`src/rtl/seg_chk_pkg.sv`:
```
package seg_chk_pkg;

    localparam int DESC_W = 32;

    localparam logic [7:0] VEC_GPROT  = 8'd13;
    localparam logic [7:0] VEC_STACK  = 8'd12;
    localparam logic [7:0] VEC_ABSENT = 8'd11;

    localparam int HB_PRESENT = 15;
    localparam int HB_DPL_LO  = 13;
    localparam int HB_USER    = 12;
    localparam int HB_CODE    = 11;
    localparam int HB_CONF    = 10;
    localparam int HB_RW      = 9;

    typedef enum logic [1:0] {
        ST_IDLE,
        ST_EVAL,
        ST_FETCH
    } ctl_state_t;

    typedef struct packed {
        logic [15:0] sel;
        logic        stack;
        logic [1:0]  cpl;
    } load_req_t;

    typedef struct packed {
        logic              fault;
        logic [7:0]        vec;
        logic [15:0]       code;
        logic [DESC_W-1:0] lo;
        logic [DESC_W-1:0] hi;
    } verdict_t;

    function automatic logic sel_is_null(input logic [15:0] s);
        return s[15:2] == 14'd0;
    endfunction

    function automatic logic [15:0] sel_err_code(input logic [15:0] s);
        return {s[15:2], 2'b00};
    endfunction

    function automatic verdict_t make_fault(input logic [7:0] v, input logic [15:0] c);
        verdict_t r;
        r.fault = 1'b1;
        r.vec   = v;
        r.code  = c;
        r.lo    = '0;
        r.hi    = '0;
        return r;
    endfunction

    function automatic verdict_t make_grant(input logic [DESC_W-1:0] l, input logic [DESC_W-1:0] h);
        verdict_t r;
        r.fault = 1'b0;
        r.vec   = 8'd0;
        r.code  = 16'd0;
        r.lo    = l;
        r.hi    = h;
        return r;
    endfunction

endpackage

```
`src/rtl/seg_desc_fetch.sv`:
```
module seg_desc_fetch
    import seg_chk_pkg::*;
#(
    parameter int ADDR_W = 32,
    parameter int NWORDS = 2
) (
    input  logic                     clk,
    input  logic                     rst,
    input  logic                     go,
    input  logic [ADDR_W-1:0]        base_addr,
    output logic                     mem_req,
    output logic [ADDR_W-1:0]        mem_addr,
    input  logic                     mem_ack,
    input  logic [DESC_W-1:0]        mem_rdata,
    output logic [NWORDS*DESC_W-1:0] words,
    output logic                     done
);
    localparam int IDX_W = (NWORDS > 1) ? $clog2(NWORDS) : 1;
    localparam logic [IDX_W-1:0]  LAST = IDX_W'(NWORDS - 1);
    localparam logic [ADDR_W-1:0] STEP = ADDR_W'(DESC_W / 8);

    logic              active;
    logic [IDX_W-1:0]  idx;
    logic [ADDR_W-1:0] addr_q;

    always_ff @(posedge clk) begin
        if (rst) begin
            active <= 1'b0;
            idx    <= '0;
            addr_q <= '0;
            done   <= 1'b0;
        end else begin
            done <= 1'b0;
            if (!active) begin
                if (go) begin
                    active <= 1'b1;
                    idx    <= '0;
                    addr_q <= base_addr;
                end
            end else if (mem_ack) begin
                if (idx == LAST) begin
                    active <= 1'b0;
                    done   <= 1'b1;
                end else begin
                    idx    <= idx + 1'b1;
                    addr_q <= addr_q + STEP;
                end
            end
        end
    end

    generate
        for (genvar g = 0; g < NWORDS; g++) begin : g_word
            logic [DESC_W-1:0] wq;
            always_ff @(posedge clk) begin
                if (rst)
                    wq <= '0;
                else if (active && mem_ack && idx == IDX_W'(g))
                    wq <= mem_rdata;
            end
            assign words[g*DESC_W +: DESC_W] = wq;
        end
    endgenerate

    assign mem_req  = active;
    assign mem_addr = addr_q;
endmodule

```
`config.mk`:
```
export PLATFORM = sky130hd
export DESIGN_NAME = seg_desc_fetch
export DESIGN_NICKNAME = d
export VERILOG_FILES = /design/src/rtl/seg_chk_pkg.sv /design/src/rtl/seg_desc_fetch.sv
export SDC_FILE = /design/constraint.sdc
export NUM_CORES = 1
export LEC_CHECK = 0
export ABC_AREA = 1
export BUFFER_PORTS_ARGS = -buffer_cell sky130_fd_sc_hd__buf_2
export CORE_UTILIZATION = 53
export DETAILED_ROUTE_END_ITERATION = 10
export GPL_TIMING_DRIVEN = 0
export PLACE_DENSITY = 0.85
export SLEW_MARGIN = 20
export SYNTH_ARGS = -nofsm -noshare
export SYNTH_HDL_FRONTEND = slang
export SYNTH_SLANG_ARGS = --single-unit
```
`constraint.sdc`:
```
create_clock -name clk -period 2.2 [get_ports clk]
set_input_delay 0.44 -clock clk [delete_from_list [all_inputs] [get_ports clk]]
set_output_delay 0.44 -clock clk [all_outputs]
set_load 0.02 [all_outputs]
```
==> flow_metrics.env <==
export IMPL_multi_input_area_mm2=0.002261
export IMPL_met2_usage_pct=53.12
export IMPL_clock_tree_root="sky130_fd_sc_hd__clkbuf_8"
export IMPL_clk_latency_ns=0.38
export IMPL_drc=0
export IMPL_clk_transition_reported_paths_ns=0.11
export IMPL_layout_cell_area_non_filler_mm2=0.005728
export IMPL_ports_placed_on_the_boundary=166
export IMPL_hpwl_mm=10.32
export IMPL_drv_slew=0
export IMPL_cp_data_arrival_time_ns=1.92
export IMPL_rr_startpoint="mem_addr[2]$_SDFFE_PP0P_"
export IMPL_layout_nets=923
export IMPL_worst_path_largest_cell_delay_ns=0.42
export IMPL_grt_usage_pct=30.65
export IMPL_post_synth_mux_area_share_pct=0
export IMPL_crit_slowest_cell="sky130_fd_sc_hd__dfxtp_1"
export IMPL_drv_max_cap_violation_count=0
export IMPL_rows=33
export IMPL_worst_r2r_endpoint="mem_addr[20]$_SDFFE_PP0P_"
export IMPL_synth_seq_area_share_pct=43.52
export IMPL_grt_max_degree=19
export IMPL_post_cts_buffers=0
export IMPL_count_of_distinct_cell_types_in_the_synthesized_netlist=29
export IMPL_timing_critical_path_to="mem_addr[20]$_SDFFE_PP0P_"
export IMPL_timing_critical_path_from="mem_addr[2]$_SDFFE_PP0P_"
export IMPL_antenna_diode_count=0
export IMPL_cts_resized_gates=0
export IMPL_xor_xnor_fraction_of_synth_area_pct=0.3846
export IMPL_vdd_ir_drop_worst_mv=0.6353
export IMPL_die_height_um=94.70
export IMPL_max_clock_path_buffers=2
export IMPL_crit_path_max_fanout=6
export IMPL_regToRegSetupSlack_ns=0.52
export IMPL_tightest_slew_ns=0.6288
export IMPL_leakage_nw=2.774
export IMPL_first_global_vias=4594
export IMPL_area_sequential_mm2=0.001982
export IMPL_post_dp_cell_area_mm2=0.005512
export IMPL_synth_nets=747
export IMPL_post_synth_and_or_nand_nor_area_fraction_pct=36.54
export IMPL_wl_final_mm=13.63
export IMPL_worstSetupPathDepth=10
export IMPL_layout_commonest_cell="sky130_fd_sc_hd__nand2_1"
export IMPL_synth_adder_area_share_pct=0.2747
export IMPL_cpMostUsedCell="sky130_fd_sc_hd__nand2_1"
export IMPL_avg_inst_size_synth_um2=6.717
export IMPL_slew_limit_headroom_pct=58.08
export IMPL_timing_setup_critical_path_class="flop to flop"
export IMPL_ant_nets=0
export IMPL_worst_setup_path_end_kind="flop"
export IMPL_hp_class="primary input to flop"
export IMPL_ys_ff_latch=99
export IMPL_grt_overflow_total=0
export IMPL_post_route_util_pct=69.36
export IMPL_power_per_cell_area_mw_per_mm2=683.6
export IMPL_maxClockFrequency_ghz=0.5961
export IMPL_cts_h_tree_lvls=3
export IMPL_cts_sinks=99
export IMPL_synth_cells=678
export IMPL_synth_compound_gate_area_share_pct=12.45
export IMPL_gr_max_usage_layer="met2"
export IMPL_synthesis_to_layout_area_growth_pct=25.77
export IMPL_unrepaired_setup_endpoints_after_global_routing="no"
export IMPL_r2r_worst_path_cells=10
export IMPL_result_of_the_run="finished clean"
export IMPL_finalCriticalPeriod_ns=1.678
export IMPL_antenna_found_initial=0
export IMPL_drt_pre_antenna_iters=5
export IMPL_floorplan_die_area_mm2=0.008968
export IMPL_critPathLaunchType="flop"
export IMPL_gp_routability_congestion=0.9574
export IMPL_grt_first_pass_wirelength_mm=21.34
export IMPL_critical_path_required_ns=2.45
export IMPL_portBuffers=165
export IMPL_drt_first_iter_violations=269
export IMPL_layout_filler_cells=750
export IMPL_tritoncts_buffers=9
export IMPL_global_route_usage_met1_pct=36.01
export IMPL_via_count=5069
export IMPL_route_detailed_wl_per_inst_um=14.14
export IMPL_synthesis_yosys_warnings=0
export IMPL_min_period_over_period_pct=76.25
export IMPL_hold_fix_buffers_cts=0
export IMPL_cpLargestDelayFamily="simple AND/OR/NAND/NOR gates"
export IMPL_dieWidth_um=94.70
export IMPL_tritoncts="yes"
export IMPL_final_cell_mix="sky130_fd_sc_hd__nand2_1 (185), sky130_fd_sc_hd__buf_2 (177), sky130_fd_sc_hd__nor2_1 (123)"
export IMPL_setup_violations=0
export IMPL_fin_tns_setup_ns=0
export IMPL_cp_num_buf_inv=0
export IMPL_dominant_combinational_cell_family_by_area_after_synthesis="simple AND/OR/NAND/NOR gates"
export IMPL_timing_hold_violations_final=0
export IMPL_share_of_final_layout_standard_cells_stronger_than_drive_strength_1_pct=25.84
export IMPL_worstPathCellList="ha_1 > nand2_2 > nor2_4 > nand2_4 > nor2_4 > nand2_1 > nand2_1 > nand3_1 > nand2_1 > a21oi_1"
export IMPL_worst_clock_skew_ns=0.01120
export IMPL_core_region_area_mm2=0.008258
export IMPL_vias_per_cell=5.258
export IMPL_grt_util_met3_pct=8.132
export IMPL_synth_area_mm2=0.004554
export IMPL_initial_standard_cell_utilization_of_the_core_pct=55.15
## worst min-delay path: stages
cell and delay (ns):
sky130_fd_sc_hd__buf_2 0.08, sky130_fd_sc_hd__nand2_1 0.04, sky130_fd_sc_hd__nand2_1 0.04
## metrics by stage
step	std cells	total power [mW]	hold WS, ns	setup slack [ns]
after CTS	964	3.901	0.2548	0.5304
after floorplan	678	2.394	0.4647	0.5962
after global placement	948	2.635	0.4555	0.5117
final	964	3.915	0.2501	0.5225
after detailed placement	948	2.655	0.4613	0.4308
after global routing	964	4.060	0.2637	0.3611
## state kept, by name, indices dropped and copies added, names as in the netlist
register	count
done	1
g_word.wq	64
mem_req	1
mem_addr	32
idx	1
## area by class of cell
cell class / instances / area share [%]
multi-input combinational: 506 / 39.47
sequential: 99 / 34.60
timing repair buffer: 165 / 14.42
buffer: 34 / 2.883
inverter: 39 / 2.556
clock buffer: 10 / 2.403
tap: 105 / 2.294
clock inverter: 6 / 1.376
## metal layers
metal / share of wire, % / wire (µm) / up-vias
met2: 49 / 6631 / 247
met4: 2.1 / 282 / 0
met3: 9.9 / 1355 / 25
li1: - / - / 2527
met5: 0 / 0 / -
met1: 39 / 5361 / 2270
## cells by family (layout without fill, tap and decap cells)
logic type / after synthesis / in the layout
XOR/XNOR: 2 / 2
buffers and inverters: 73 / 254
flip-flops: 99 / 99
adder cells (fa/ha/maj): 1 / 1
AO/OA/AOI/OAI: 109 / 109
AND/OR/NAND/NOR: 394 / 394
## report_power, final
group          internal, mW  switching, mW  total (mW)  leakage, nW
combinational         0.226          0.425       0.650         1.86
clock                 0.582          0.708        1.29        0.111
sequential             1.89         0.0896        1.98        0.808
## how the worst min path moves through the flow
| stage | startpoint | to | slack (ns) | cells past startpoint |
|---|---|---|---|---|
| floorplan | idx$_SDFFE_PP0P_ | idx$_SDFFE_PP0P_ | 0.46 | 2 |
| global placement | g_word[1].wq[23]$_SDFFE_PP0P_ | g_word[1].wq[23]$_SDFFE_PP0P_ | 0.46 | 2 |
| detailed placement | g_word[1].wq[0]$_SDFFE_PP0P_ | g_word[1].wq[0]$_SDFFE_PP0P_ | 0.46 | 2 |
| CTS | mem_rdata[20] | g_word[1].wq[20]$_SDFFE_PP0P_ | 0.25 | 3 |
| global route | mem_rdata[20] | g_word[1].wq[20]$_SDFFE_PP0P_ | 0.26 | 3 |
| finish | mem_rdata[20] | g_word[1].wq[20]$_SDFFE_PP0P_ | 0.25 | 3 |
## synthesized netlist by cell type, drive strengths merged
library cell	n	share of area (%)
nor2	139	13
o21ai	64	7.0
dfxtp	99	44
a31oi	1	0.14
buf	20	2.5
ha	1	0.27
a211oi	1	0.16
nand2	188	16
or2	2	0.27
inv	39	3.2
clkbuf	14	1.2
a21oi	39	4.3
a22oi	1	0.16
a221oi	1	0.33
nand3	60	6.6
o31ai	2	0.33
xor2	2	0.38
and2	1	0.14
nor3	4	0.44
No activity file was read; power rests on OpenSTA's default activity.
